File: src/rtl/dafir_pkg.sv
package dafir_pkg;

  typedef enum logic [1:0] {
    ST_IDLE = 2'd0,
    ST_RUN  = 2'd1,
    ST_DONE = 2'd2
  } dafirState_t;

  // strobes from the sequencer to the datapath
  typedef struct packed {
    logic loadTaps;    // shift a new sample into the delay line
    logic clearAcc;    // first bit-cycle: start from an empty accumulator
    logic accumulate;  // a bit-cycle is running
  } dafirCtrl_t;

endpackage

File: src/rtl/dafir_ctrl.sv
module dafir_ctrl
  import dafir_pkg::*;
#(
  parameter int SAMPLE_W = 8,
  localparam int IDX_W = $clog2(SAMPLE_W),
  localparam int LAST_BIT = SAMPLE_W - 1
) (
  input  logic             clk,
  input  logic             rstN,
  input  logic             sampleValid,
  output dafirCtrl_t       strobes,
  output logic [IDX_W-1:0] bitIdx,
  output logic             resultValid
);

  dafirState_t state;
  logic [IDX_W-1:0] bitCnt;

  always_ff @(posedge clk or negedge rstN) begin
    if (!rstN) begin
      state  <= ST_IDLE;
      bitCnt <= '0;
    end else begin
      case (state)
        ST_IDLE: begin
          if (sampleValid) begin
            state  <= ST_RUN;
            bitCnt <= '0;
          end
        end
        ST_RUN: begin
          bitCnt <= bitCnt + 1'b1;
          if (bitCnt == IDX_W'(LAST_BIT)) begin
            state <= ST_DONE;
          end
        end
        ST_DONE: state <= ST_IDLE;
        default: state <= ST_IDLE;
      endcase
    end
  end

  always_comb begin
    strobes.loadTaps   = (state == ST_IDLE) && sampleValid;
    strobes.accumulate = (state == ST_RUN);
    strobes.clearAcc   = (state == ST_RUN) && (bitCnt == '0);
  end

  assign bitIdx      = bitCnt;
  assign resultValid = (state == ST_DONE);


  done_pulse_chk: assert property (@(posedge clk) disable iff (!rstN)
    resultValid |=> !resultValid);


  done_after_last_bit_chk: assert property (@(posedge clk) disable iff (!rstN)
    resultValid |-> ($past(strobes.accumulate) && ($past(bitIdx) == IDX_W'(LAST_BIT))));

endmodule

File: src/rtl/dafir_rom.sv
module dafir_rom #(
  parameter int TAPS = 4,
  parameter int COEF_W = 8,
  parameter logic [TAPS*COEF_W-1:0] COEFS = '0,
  localparam int ROM_W = COEF_W + $clog2(TAPS),
  localparam int DEPTH = 1 << TAPS
) (
  input  logic [TAPS-1:0]  romAddr,
  output logic [ROM_W-1:0] romWord
);

  function automatic logic [ROM_W-1:0] entryFor(input int k);
    logic [ROM_W-1:0] acc;
    acc = '0;
    for (int i = 0; i < TAPS; i++) begin
      if (((k >> i) & 1) == 1) begin
        acc = acc + ROM_W'(COEFS[i*COEF_W +: COEF_W]);
      end
    end
    return acc;
  endfunction

  logic [ROM_W-1:0] table_q [DEPTH];

  for (genvar k = 0; k < DEPTH; k++) begin : g_entry
    assign table_q[k] = entryFor(k);
  end

  assign romWord = table_q[romAddr];


  always_comb begin
    rom_zero_chk: assert (romAddr != '0 || romWord == '0);
  end

endmodule

File: src/rtl/dafir_datapath.sv
module dafir_datapath
  import dafir_pkg::*;
#(
  parameter int TAPS = 4,
  parameter int SAMPLE_W = 8,
  parameter int COEF_W = 8,
  parameter logic [TAPS*COEF_W-1:0] COEFS = '0,
  localparam int IDX_W = $clog2(SAMPLE_W),
  localparam int ROM_W = COEF_W + $clog2(TAPS),
  localparam int ACC_W = ROM_W + 1,
  localparam int LOW_W = SAMPLE_W - 1,
  localparam int OUT_W = ACC_W + LOW_W
) (
  input  logic                clk,
  input  logic                rstN,
  input  logic [SAMPLE_W-1:0] sampleIn,
  input  dafirCtrl_t          strobes,
  input  logic [IDX_W-1:0]    bitIdx,
  output logic [OUT_W-1:0]    result
);

  logic [SAMPLE_W-1:0] taps [TAPS];
  logic [TAPS-1:0]     romAddr;
  logic [ROM_W-1:0]    romWord;
  logic [ACC_W-1:0]    acc;
  logic [ACC_W-1:0]    accBase;
  logic [ACC_W-1:0]    accNext;
  logic [LOW_W-1:0]    lowBits;

  // delay line: tap 0 newest
  always_ff @(posedge clk or negedge rstN) begin
    if (!rstN) begin
      for (int i = 0; i < TAPS; i++) taps[i] <= '0;
    end else if (strobes.loadTaps) begin
      taps[0] <= sampleIn;
      for (int i = 1; i < TAPS; i++) taps[i] <= taps[i-1];
    end
  end

  // one bit from each tap forms the lookup address
  for (genvar i = 0; i < TAPS; i++) begin : g_addr
    assign romAddr[i] = taps[i][bitIdx];
  end

  dafir_rom #(
    .TAPS  (TAPS),
    .COEF_W(COEF_W),
    .COEFS (COEFS)
  ) u_rom (
    .romAddr(romAddr),
    .romWord(romWord)
  );

  always_comb begin
    accBase = strobes.clearAcc ? '0 : acc;
    accNext = (accBase >> 1) + ACC_W'(romWord);
  end

  // upper part in acc, retired low-order bits in lowBits
  always_ff @(posedge clk or negedge rstN) begin
    if (!rstN) begin
      acc     <= '0;
      lowBits <= '0;
    end else if (strobes.accumulate) begin
      acc     <= accNext;
      lowBits <= {acc[0], lowBits[LOW_W-1:1]};
    end
  end

  assign result = {acc, lowBits};


  no_load_while_busy_chk: assert property (@(posedge clk) disable iff (!rstN)
    strobes.accumulate |-> !strobes.loadTaps);


  start_follows_load_chk: assert property (@(posedge clk) disable iff (!rstN)
    strobes.loadTaps |=> strobes.clearAcc);


  lsb_first_chk: assert property (@(posedge clk) disable iff (!rstN)
    strobes.clearAcc |-> (bitIdx == '0));

endmodule

File: src/rtl/dafir_filter.sv
module dafir_filter
  import dafir_pkg::*;
#(
  parameter int TAPS = 4,
  parameter int SAMPLE_W = 8,
  parameter int COEF_W = 8,
  parameter logic [TAPS*COEF_W-1:0] COEFS = {8'd17, 8'd255, 8'd100, 8'd3},
  localparam int IDX_W = $clog2(SAMPLE_W),
  localparam int OUT_W = COEF_W + $clog2(TAPS) + SAMPLE_W
) (
  input  logic                clk,
  input  logic                rstN,
  input  logic [SAMPLE_W-1:0] sampleIn,
  input  logic                sampleValid,
  output logic [OUT_W-1:0]    result,
  output logic                resultValid
);

  dafirCtrl_t       strobes;
  logic [IDX_W-1:0] bitIdx;

  dafir_ctrl #(
    .SAMPLE_W(SAMPLE_W)
  ) u_ctrl (
    .clk        (clk),
    .rstN       (rstN),
    .sampleValid(sampleValid),
    .strobes    (strobes),
    .bitIdx     (bitIdx),
    .resultValid(resultValid)
  );

  dafir_datapath #(
    .TAPS    (TAPS),
    .SAMPLE_W(SAMPLE_W),
    .COEF_W  (COEF_W),
    .COEFS   (COEFS)
  ) u_datapath (
    .clk     (clk),
    .rstN    (rstN),
    .sampleIn(sampleIn),
    .strobes (strobes),
    .bitIdx  (bitIdx),
    .result  (result)
  );

endmodule

File: config.mk
export PLATFORM = sky130hd
export DESIGN_NAME = dafir_filter
export DESIGN_NICKNAME = d
export VERILOG_FILES = /design/src/rtl/dafir_pkg.sv /design/src/rtl/dafir_ctrl.sv /design/src/rtl/dafir_rom.sv /design/src/rtl/dafir_datapath.sv /design/src/rtl/dafir_filter.sv
export SDC_FILE = /design/constraint.sdc
export NUM_CORES = 1
export LEC_CHECK = 0
export BUFFER_PORTS_ARGS = -buffer_cell sky130_fd_sc_hd__buf_2
export CORE_MARGIN = 5
export CORE_UTILIZATION = 30
export CTS_CLUSTER_SIZE = 10
export DETAILED_ROUTE_END_ITERATION = 12
export SETUP_SLACK_MARGIN = 0.1
export SYNTH_ARGS = -nofsm -noshare
export SYNTH_HDL_FRONTEND = slang
export SYNTH_SLANG_ARGS = --single-unit
File: constraint.sdc
create_clock -name clk -period 4.12 [get_ports clk]
set_input_delay 0.824 -clock clk [delete_from_list [all_inputs] [get_ports clk]]
set_output_delay 0.824 -clock clk [all_outputs]
set_load 0.005 [all_outputs]
==> results of run 1 <==
-- per-stage QoR --
step                      util, %  instance area, um^2  worst slack, ns  cells  hold WS (ns)
after CTS                    34.6                 3380            0.392    418         0.499
after global routing         34.6                 3380            0.190    418         0.527
final                        34.6                 3380            0.421    418         0.489
after detailed placement     33.6                 3280            0.437    410         0.471
after floorplan                 -                 3020            0.861    257         0.470
after global placement       33.6                 3280            0.498    410         0.456
-- cell type report --
class / instances / area, um^2
Clock buffer: 5 / 68.8
Tap cell: 133 / 166
Multi-Input combinational cell: 180 / 1530
Clock inverter: 3 / 33.8
Timing Repair Buffer: 32 / 168
Fill cell: 985 / 6390
Sequential cell: 55 / 1380
Inverter: 10 / 37.5
-- synthesized netlist by cell type, types with 3 or more instances --
master and count:
sky130_fd_sc_hd__mux4_2 5, sky130_fd_sc_hd__inv_1 8, sky130_fd_sc_hd__mux2_2 33, sky130_fd_sc_hd__nand2_1 40, sky130_fd_sc_hd__nor2b_1 4, sky130_fd_sc_hd__nor2_1 4
sky130_fd_sc_hd__a21o_1 3, sky130_fd_sc_hd__ha_1 18, sky130_fd_sc_hd__clkbuf_1 6, sky130_fd_sc_hd__mux4_1 3, sky130_fd_sc_hd__nand3_1 3, sky130_fd_sc_hd__a21oi_1 11
sky130_fd_sc_hd__and2_1 10, sky130_fd_sc_hd__buf_2 3, sky130_fd_sc_hd__o21ai_0 8, sky130_fd_sc_hd__dfrtp_1 55, sky130_fd_sc_hd__xor2_1 3
-- critical path: cells and delay by family (launching register included) --
family,cells,cell delay [ns]
AND/OR/NAND/NOR,2,0.19
flip-flops,1,0.56
AO/OA/AOI/OAI,6,1.24
adder cells (fa/ha/maj),2,0.63
multiplexers,2,0.97
-- logic make-up after synthesis --
group | count (synthesis) | share of synthesized area (%)
XOR/XNOR | 4 | 1.16
AND/OR/NAND/NOR | 71 | 11.4
multiplexers | 46 | 21.3
adder cells (fa/ha/maj) | 19 | 8.13
buffers and inverters | 22 | 3.69
AO/OA/AOI/OAI | 40 | 8.63
flip-flops | 55 | 45.6
-- final timing paths --
kind                                        from                     to
max reg2reg                     u_ctrl.bitIdx[0]     u_datapath.acc[10]
max                             u_ctrl.bitIdx[0]     u_datapath.acc[10]
min reg2reg                u_datapath.lowBits[0]  u_datapath.lowBits[0]
min                        u_datapath.lowBits[0]  u_datapath.lowBits[0]
max in group asynchronous                   rstN     u_datapath.acc[10]
min in group asynchronous                   rstN    u_datapath.taps[28]
-- cell usage in the layout (no fill, tap or decap), drive strengths merged, types with 3 or more instances in the layout --
| cell | count |
|---|---|
| inv | 11 |
| mux2i | 4 |
| and2 | 10 |
| clkbuf | 5 |
| nand2 | 42 |
| a21o | 3 |
| a21oi | 12 |
| buf | 32 |
| ha | 18 |
| mux2 | 34 |
| dfrtp | 55 |
| nor2b | 4 |
| nor2 | 5 |
| o21ai | 10 |
| xor2 | 3 |
| mux4 | 8 |
| nand3 | 3 |
-- registers in the layout (all words and copies together) (netlist names) --
| signal | cells |
|---|---|
| u_ctrl.bitIdx | 3 |
| u_ctrl.state | 2 |
| u_datapath.acc | 11 |
| u_datapath.lowBits | 7 |
| u_datapath.taps | 32 |
-- metal layers --
metal  up-vias  routed length (um)  GRT usage, %  part of all wire (%)
met2        32                2580          16.8                    46
met4         0                  62          2.37                   1.1
met5         -                   0             0                     0
met1       974                2710          13.3                    49
li1        962                   -             -                     -
met3         7                 215          2.33                   3.9
==> flow_summary.yaml, run 1 <==
outcome:
  outcome: "finished clean"
yosys:
  seq_area_frac_synth_pct: 45.6
  yosysWarnings: 0
  post_synth_edffs: 0
  area_leader_netlist: "sky130_fd_sc_hd__dfrtp_1"
  ys_dominant_reg_cell: "sky130_fd_sc_hd__dfrtp_1"
  postSynthAreaPerCell_um2: 11.7
  synth.cell_area_mm2: 0.00302
  ys_async_sr_fraction_pct: 100
  yosys.cell_types.count: 46
  syn_nets: 287
  synth_cells: 257
  synth_top_area_share_pct: 45.6
  ranking_of_synthesized_cells_by_area: "sky130_fd_sc_hd__dfrtp_1 (46%), sky130_fd_sc_hd__mux2_2 (12%), sky130_fd_sc_hd__ha_1 (7.5%)"
  ys_seq_elements: 55
hold_path:
  min_path_cells: 2
  timing.hold.worst.class: "reg -> reg"
setup_path:
  cp_slowest_cell: "sky130_fd_sc_hd__mux4_1"
  critical-path-top-cell-by-count: "sky130_fd_sc_hd__ha_1"
  cp-end-kind: "flip-flop"
  timing.reg2reg.setup_slack_ns: 0.42
  critical_path_class: "reg -> reg"
  cp.arrival_ns: 3.90
  cpPeakStageDelay_ns: 0.60
  timing.reg2reg.worst_path_depth: 12
  crit_path_cell_trace: "mux4_1 > mux2i_1 > ha_1 > o21ai_1 > nor2_1 > a21oi_1 > ha_1 > nor2b_1 > o21ai_0 > a211oi_1 > o21a_1 > o311a_1"
  setup.worst_path.start_class: "flip-flop"
  critical_path.max_fanout: 8
  crit_required_ns: 4.32
timing:
  tightestPinTransition_ns: 0.961
  fin_worst_skew_ns: 0.00827
  finalHoldViolCount: 0
  slew_violations: 0
  finalSetupViolCount: 0
  final_min_period_over_clock_period_pct: 89.8
  setup-tns-final_ns: 0
  final_period_minus_worst_setup_slack_ns: 3.70
  grt_setup_unrepaired: "no"
  worst_slew_margin_rel_pct: 35.9
  max_freq_ghz: 0.270
global_routing:
  grt_util_all_layers_pct: 10.1
  grt_start_max_net_pins: 34
  globalRoute.totalOverflow: 0
  grt_antenna_before_repair: 0
  grt_first_pass_wirelength_um: 9640
  grt_pass1_vias: 1987
clocking:
  tritoncts_num_sinks: 55
  path_clk_slew_ns: 0.10
  ctsLongestPathBuffers: 2
  ctsHtreeMaxLevel: 2
  clockRootBuffer: "sky130_fd_sc_hd__clkbuf_8"
  post_cts.resized_instances: 0
  hold_buffers: 0
  cts.repair_timing.setup_buffer_count: 0
  clk_latency_ns: 0.31
  tritoncts: "done"
  cts-buffers-inserted: 5
floorplanning:
  core_area_mm2: 0.00977
  floorplan.rows: 36
  start_util_pct: 30.8
  pin_count: 30
  die_area_mm2: 0.0122
  die_w_um: 110
  chipHeight_um: 110
cells_and_area:
  insertedDiodeCount: 0
  area_growth_syn_to_layout_pct: 12.2
  fraction_of_final_layout_cells_sized_beyond_drive_strength_1_pct: 31.2
  fin_nets: 314
drt:
  drt_iter0_drc: 50
  via_count: 1975
  first_pass_iters: 6
  via_per_inst: 4.72
  number_of_design_rule_violations_left_after_detail_routing: 0
  drt.antenna.violating_nets: 0
  postRouteWirelength_um: 5570
  routed_wire_length_per_instance_um: 13.3
flow_run:
  max-cap-violations: 0
place:
  port_buffers: 29
  hpwl_um: 4140
  routabilityCongestion: 0.810
Power of run 1 is not shown: default switching activity piles up to over one toggle a cycle in this logic, so the estimate is an artifact.
==> run 2: changes to the inputs <==
clock period = 3.1 ns   (was 4.12 ns; I/O delays follow)
==> flow_summary.yaml, run 2 (synthesis results as in run 1) <==
outcome:
  outcome: "finished with violations"
  violations: "negative setup slack"
cells_and_area:
  largest-register: "u_datapath.taps"
  total_non_filler_cell_area_in_the_finished_layout_mm2: 0.00367
  area_growth_syn_to_layout_pct: 21.7
  fin_nets: 339
  largest_reg_flops: 32
  commonest_non_fill_non_tap_cells_in_the_layout: "sky130_fd_sc_hd__dfrtp_1 (53), sky130_fd_sc_hd__nand2_1 (39), sky130_fd_sc_hd__mux2_2 (33), sky130_fd_sc_hd__buf_2 (29), sky130_fd_sc_hd__buf_4 (27)"
  final_cell_count_without_fillers: 443
  layout.cells.most_common: "sky130_fd_sc_hd__dfrtp_1"
  reg_top3: "u_datapath.taps (32), u_datapath.acc (11), u_datapath.lowBits (7)"
  fraction_of_final_layout_cells_sized_beyond_drive_strength_1_pct: 44.2
  insertedDiodeCount: 0
  num-fill-cells: 957
place:
  port_buffers: 29
  place_area_mm2: 0.00347
  routabilityCongestion: 0.843
  placed_cells_incl_taps: 430
  hpwl_um: 4470
drt:
  drt.antenna.violating_nets: 0
  postRouteWirelength_um: 6080
  routed_wire_length_per_instance_um: 13.7
  via_count: 2054
  first_pass_iters: 4
  via_per_inst: 4.64
  drt_iter0_drc: 84
  number_of_design_rule_violations_left_after_detail_routing: 0
global_routing:
  grt_first_pass_wirelength_um: 10400
  grt_start_max_net_pins: 49
  globalRoute.totalOverflow: 0
  grt_pass1_vias: 2126
  grt_antenna_before_repair: 0
  grt_util_all_layers_pct: 10.8
clocking:
  clk_latency_ns: 0.31
  cts-buffers-inserted: 5
  path_clk_slew_ns: 0.11
  ctsHtreeMaxLevel: 2
  tritoncts_num_sinks: 55
  tritoncts: "done"
  hold_buffers: 0
  clockRootBuffer: "sky130_fd_sc_hd__clkbuf_8"
  ctsLongestPathBuffers: 2
floorplanning:
  pin_count: 30
  start_util_pct: 30.8
  floorplan.rows: 36
  core_area_mm2: 0.00977
  die_w_um: 110
  die_area_mm2: 0.0122
  chipHeight_um: 110
setup_path:
  critical_path_class: "reg -> reg"
  cp_slowest_cell: "sky130_fd_sc_hd__mux4_2"
  r2r-end: "u_datapath.acc[8]"
  timing.reg2reg.worst_path_depth: 13
  critical_path.endpoint: "u_datapath.acc[8]"
  worst_path_buf_inv: 2
  timing.reg2reg.setup_slack_ns: -0.05
  cpPeakStageDelay_ns: 0.56
  path_delay_family: "multiplexers"
  setup.worst_path.start_class: "flip-flop"
  worstSetupPathDepth: 13
  regToRegStartpoint: "u_ctrl.bitIdx[0]"
  crit_path_cell_trace: "mux4_2 > mux2i_4 > buf_6 > ha_4 > xnor2_2 > ha_2 > inv_2 > fa_2 > nor2b_2 > o21ai_2 > a211oi_2 > o21a_1 > o31ai_1"
  startpoint: "u_ctrl.bitIdx[0]"
  critical_path.max_fanout: 6
  crit_required_ns: 3.26
  cp.arrival_ns: 3.31
  cp-end-kind: "flip-flop"
timing:
  final_min_period_over_clock_period_pct: 101
  worst_slew_margin_rel_pct: 35.4
  final_period_minus_worst_setup_slack_ns: 3.15
  slew_violations: 0
  hold_slack_ns: 0.122
  tightestPinTransition_ns: 0.970
  max_freq_ghz: 0.318
  finalHoldViolCount: 0
  fin_ws_ns: -0.0461
  grt_setup_unrepaired: "yes"
  setup-tns-final_ns: -0.104
  fin_worst_skew_ns: 0.00819
  finalSetupViolCount: 4
flow_run:
  max-cap-violations: 0
hold_path:
  timing.hold.worst.class: "in -> async"
run 2: layout make-up:
class                           instances  area (um^2)  area share [%]
Sequential cell                        55         1380            37.6
Clock buffer                            5         68.8            1.88
Inverter                               10         40.0            1.09
Timing Repair Buffer                   57          359            9.79
Clock inverter                          3         55.1            1.50
Tap cell                              133          166            4.53
Multi-Input combinational cell        180         1600            43.6
run 2: through the flow:
step	utilization (%)	worst slack [ns]
after CTS	37.4	-0.0409
after detailed placement	35.5	-0.200
after global placement	35.5	-0.207
after floorplan	-	0.0663
final	37.5	-0.0461
after global routing	37.5	-0.247
run 2: how the worst min path moves through the flow:
| stage | to | cells past startpoint | from |
|---|---|---|---|
| 6_report | u_datapath.taps[23] | 1 | rstN |
| 5_1_grt | u_datapath.taps[21] | 1 | rstN |
| 4_1_cts | u_datapath.taps[21] | 1 | rstN |
| 3_5_place_dp | u_datapath.lowBits[0] | 2 | u_datapath.lowBits[0] |
| 3_3_place_gp | u_datapath.lowBits[0] | 2 | u_datapath.lowBits[0] |
| 2_1_floorplan | u_ctrl.bitIdx[0] | 0 | rstN |
run 2: layer usage:
metal / GRT usage (%) / routed length (um)
met3: 2.50 / 243
met1: 14.5 / 2800
met2: 17.5 / 2970
met4: 2.46 / 62
met5: 0 / 0
run 2: what timing repair did:
action | 4_1_cts | 5_1_grt
setup buffers | 5 | 0
pin swaps | 4 | 4
gates resized for setup | 10 | 5
setup endpoints to repair | 8 | 8
gates cloned | 0 | 0
run 2: worst reg2reg max path, delay by kind of cell, from the launching register on:
kind | cells | cell delay [ns]
mux | 2 | 0.79
fa+ha+maj | 3 | 0.77
compound gates | 4 | 0.53
flops | 1 | 0.47
buf+inv | 2 | 0.18
simple gates | 1 | 0.13
xor+xnor | 1 | 0.12
Power of run 2 is left out for the same reason.
==> run 3: changes to the inputs <==
CORE_MARGIN = 4   (was 5)
SYNTH_HIERARCHICAL = 1   (was default)
==> flow_summary.yaml, run 3 <==
outcome:
  outcome: "finished with violations"
  violations: "negative setup slack"
timing:
  max_freq_ghz: 0.306
  finalSetupViolCount: 6
  tightestPinTransition_ns: 0.692
  setup-tns-final_ns: -0.575
  worst_slew_margin_rel_pct: 53.9
  fin_ws_ns: -0.170
  finalHoldViolCount: 0
  slew_violations: 0
  grt_setup_unrepaired: "yes"
  final_min_period_over_clock_period_pct: 105
  final_period_minus_worst_setup_slack_ns: 3.27
  fin_worst_skew_ns: 0.00856
clocking:
  ctsLongestPathBuffers: 2
  clockRootBuffer: "sky130_fd_sc_hd__clkbuf_8"
  hold_buffers: 0
  ctsHtreeMaxLevel: 2
  cts-buffers-inserted: 5
  tritoncts_num_sinks: 55
  tritoncts: "done"
  path_clk_slew_ns: 0.11
  clk_latency_ns: 0.31
floorplanning:
  pin_count: 30
  chipHeight_um: 109
  die_w_um: 109
  die_area_mm2: 0.0118
  core_area_mm2: 0.00982
  start_util_pct: 31.0
  floorplan.rows: 36
global_routing:
  grt_start_max_net_pins: 56
  globalRoute.totalOverflow: 0
  grt_util_all_layers_pct: 10.8
  grt_antenna_before_repair: 0
  grt_pass1_vias: 2143
  grt_first_pass_wirelength_um: 10400
yosys:
  yosysWarnings: 6
  yosysMostFrequentCell: "sky130_fd_sc_hd__dfrtp_1"
  syn_nets: 275
  ys_dominant_reg_cell: "sky130_fd_sc_hd__dfrtp_1"
  synth_top_area_share_pct: 45.2
  post_synth_edffs: 0
  synth_cells: 244
  synth.cell_area_mm2: 0.00305
  area_leader_netlist: "sky130_fd_sc_hd__dfrtp_1"
  ranking_of_synthesized_cells_by_area: "sky130_fd_sc_hd__dfrtp_1 (45%), sky130_fd_sc_hd__mux2_2 (17%), sky130_fd_sc_hd__ha_1 (7.8%)"
  seq_area_frac_synth_pct: 45.2
  yosys.cell_types.count: 47
  ys_async_sr_fraction_pct: 100
  ys_seq_elements: 55
  synth_common_cells: "sky130_fd_sc_hd__dfrtp_1 (55), sky130_fd_sc_hd__mux2_2 (45), sky130_fd_sc_hd__ha_1 (19), sky130_fd_sc_hd__nor2_1 (11), sky130_fd_sc_hd__a21oi_1 (10)"
  postSynthAreaPerCell_um2: 12.5
drt:
  via_count: 2070
  number_of_design_rule_violations_left_after_detail_routing: 0
  routed_wire_length_per_instance_um: 13.4
  first_pass_iters: 4
  postRouteWirelength_um: 5990
  drt_iter0_drc: 31
  via_per_inst: 4.63
  drt.antenna.violating_nets: 0
place:
  dp_slack_ns: -0.231
  hpwl_um: 4470
  port_buffers: 29
  routabilityCongestion: 0.830
cells_and_area:
  reg_top3: "u_datapath/taps (32), u_datapath/acc (11), u_datapath/lowBits (7)"
  num-fill-cells: 990
  largest-register: "u_datapath/taps"
  commonest_non_fill_non_tap_cells_in_the_layout: "sky130_fd_sc_hd__dfrtp_1 (55), sky130_fd_sc_hd__buf_4 (43), sky130_fd_sc_hd__mux2_2 (43), sky130_fd_sc_hd__buf_2 (29), sky130_fd_sc_hd__ha_1 (15)"
  layout.cells.most_common: "sky130_fd_sc_hd__dfrtp_1"
  fin_nets: 344
  fraction_of_final_layout_cells_sized_beyond_drive_strength_1_pct: 50.0
  largest_reg_flops: 32
  insertedDiodeCount: 0
  area_growth_syn_to_layout_pct: 25.6
setup_path:
  critical_path.max_fanout: 4
  regToRegStartpoint: "u_ctrl/bitIdx[0]"
  critical_path_class: "reg -> reg"
  startpoint: "u_ctrl/bitIdx[0]"
  crit_required_ns: 3.31
  cp-end-kind: "flip-flop"
  setup.worst_path.start_class: "flip-flop"
  cp.arrival_ns: 3.48
hold_path:
  timing.hold.worst.class: "in -> async"
flow_run:
  max-cap-violations: 0
[run 3: changes by cell type in the layout (fill, tap and decap cells not counted), moves of 3 or more]
| cell | previous run | this run |
|---|---|---|
| sky130_fd_sc_hd__a21oi_2 | 5 | 2 |
| sky130_fd_sc_hd__and2_1 | 10 | 1 |
| sky130_fd_sc_hd__buf_4 | 27 | 43 |
| sky130_fd_sc_hd__mux2_2 | 33 | 43 |
| sky130_fd_sc_hd__mux2_4 | 1 | 4 |
| sky130_fd_sc_hd__mux2i_4 | 3 | 0 |
| sky130_fd_sc_hd__nand2_1 | 39 | 9 |
| sky130_fd_sc_hd__nand2_2 | 3 | 0 |
| sky130_fd_sc_hd__nand2b_1 | 1 | 5 |
| sky130_fd_sc_hd__nor2_1 | 4 | 9 |
| sky130_fd_sc_hd__nor2b_1 | 3 | 9 |
| sky130_fd_sc_hd__o21ai_0 | 6 | 3 |
| sky130_fd_sc_hd__xnor2_1 | 0 | 4 |
[run 3: critical path, stage by stage, from the launching register on]
cell,delay (ns)
sky130_fd_sc_hd__dfrtp_1,0.40
sky130_fd_sc_hd__buf_6,0.14
sky130_fd_sc_hd__mux4_2,0.50
sky130_fd_sc_hd__mux2_4,0.30
sky130_fd_sc_hd__inv_4,0.08
sky130_fd_sc_hd__ha_4,0.20
sky130_fd_sc_hd__xor2_1,0.15
sky130_fd_sc_hd__ha_2,0.21
sky130_fd_sc_hd__inv_2,0.04
sky130_fd_sc_hd__fa_2,0.36
sky130_fd_sc_hd__nor2b_4,0.13
sky130_fd_sc_hd__o31a_1,0.19
sky130_fd_sc_hd__o21ai_2,0.09
sky130_fd_sc_hd__xnor2_1,0.13
sky130_fd_sc_hd__mux2_4,0.25
[run 3: final timing paths]
kind,to,slack (ns),depth (start not counted)
hold / removal,u_datapath/lowBits[0],0.42,2
setup reg to reg,u_datapath/acc[8],-0.17,14
min in group clk,u_datapath/acc[4],0.51,1
max in group asynchronous,u_datapath/taps[15],2.22,2
setup / recovery,u_datapath/acc[8],-0.17,14
hold reg to reg,u_datapath/acc[4],0.51,1
[run 3: stage by stage]
stage	cell area (um^2)	hold slack, ns	utilization (%)	instances
floorplan	3080	0.324	-	244
detailed placement	3640	0.495	37.1	437
CTS	3800	0.461	38.7	446
global placement	3640	0.480	37.1	437
global route	3830	0.486	39.0	447
finish	3830	0.422	39.0	447
[run 3: logic make-up after synthesis]
logic type	share of synthesized area [%]
simple gates	8.30
xor+xnor	1.73
fa+ha+maj	8.46
buf+inv	3.45
compound gates	8.14
mux	24.6
flops	45.2
other cells	0.123
[run 3: what timing repair did]
action,CTS,global route
setup endpoints to repair,9,9
gates resized for setup,6,3
pin swaps,10,4
buffers inserted,1,1
[run 3: final cells by class]
type	instances	area, um^2	area share, %
Multi-Input combinational cell	167	1640	42.8
Tap cell	133	166	4.35
Inverter	11	46.3	1.21
Clock inverter	3	50.0	1.31
Clock buffer	5	68.8	1.80
Timing Repair Buffer	73	479	12.5
Sequential cell	55	1380	36.0
[run 3: metal layers]
| layer | part of all wire, % | vias up | global-route usage (%) | wire, um |
|---|---|---|---|---|
| met3 | 3.6 | 7 | 2.31 | 216 |
| met5 | 0 | - | 0 | 0 |
| met1 | 46 | 1018 | 14.3 | 2740 |
| met2 | 50 | 27 | 18.6 | 3000 |
| li1 | - | 1018 | - | - |
| met4 | 0.65 | 0 | 1.71 | 39 |
Power of run 3 is left out for the same reason.
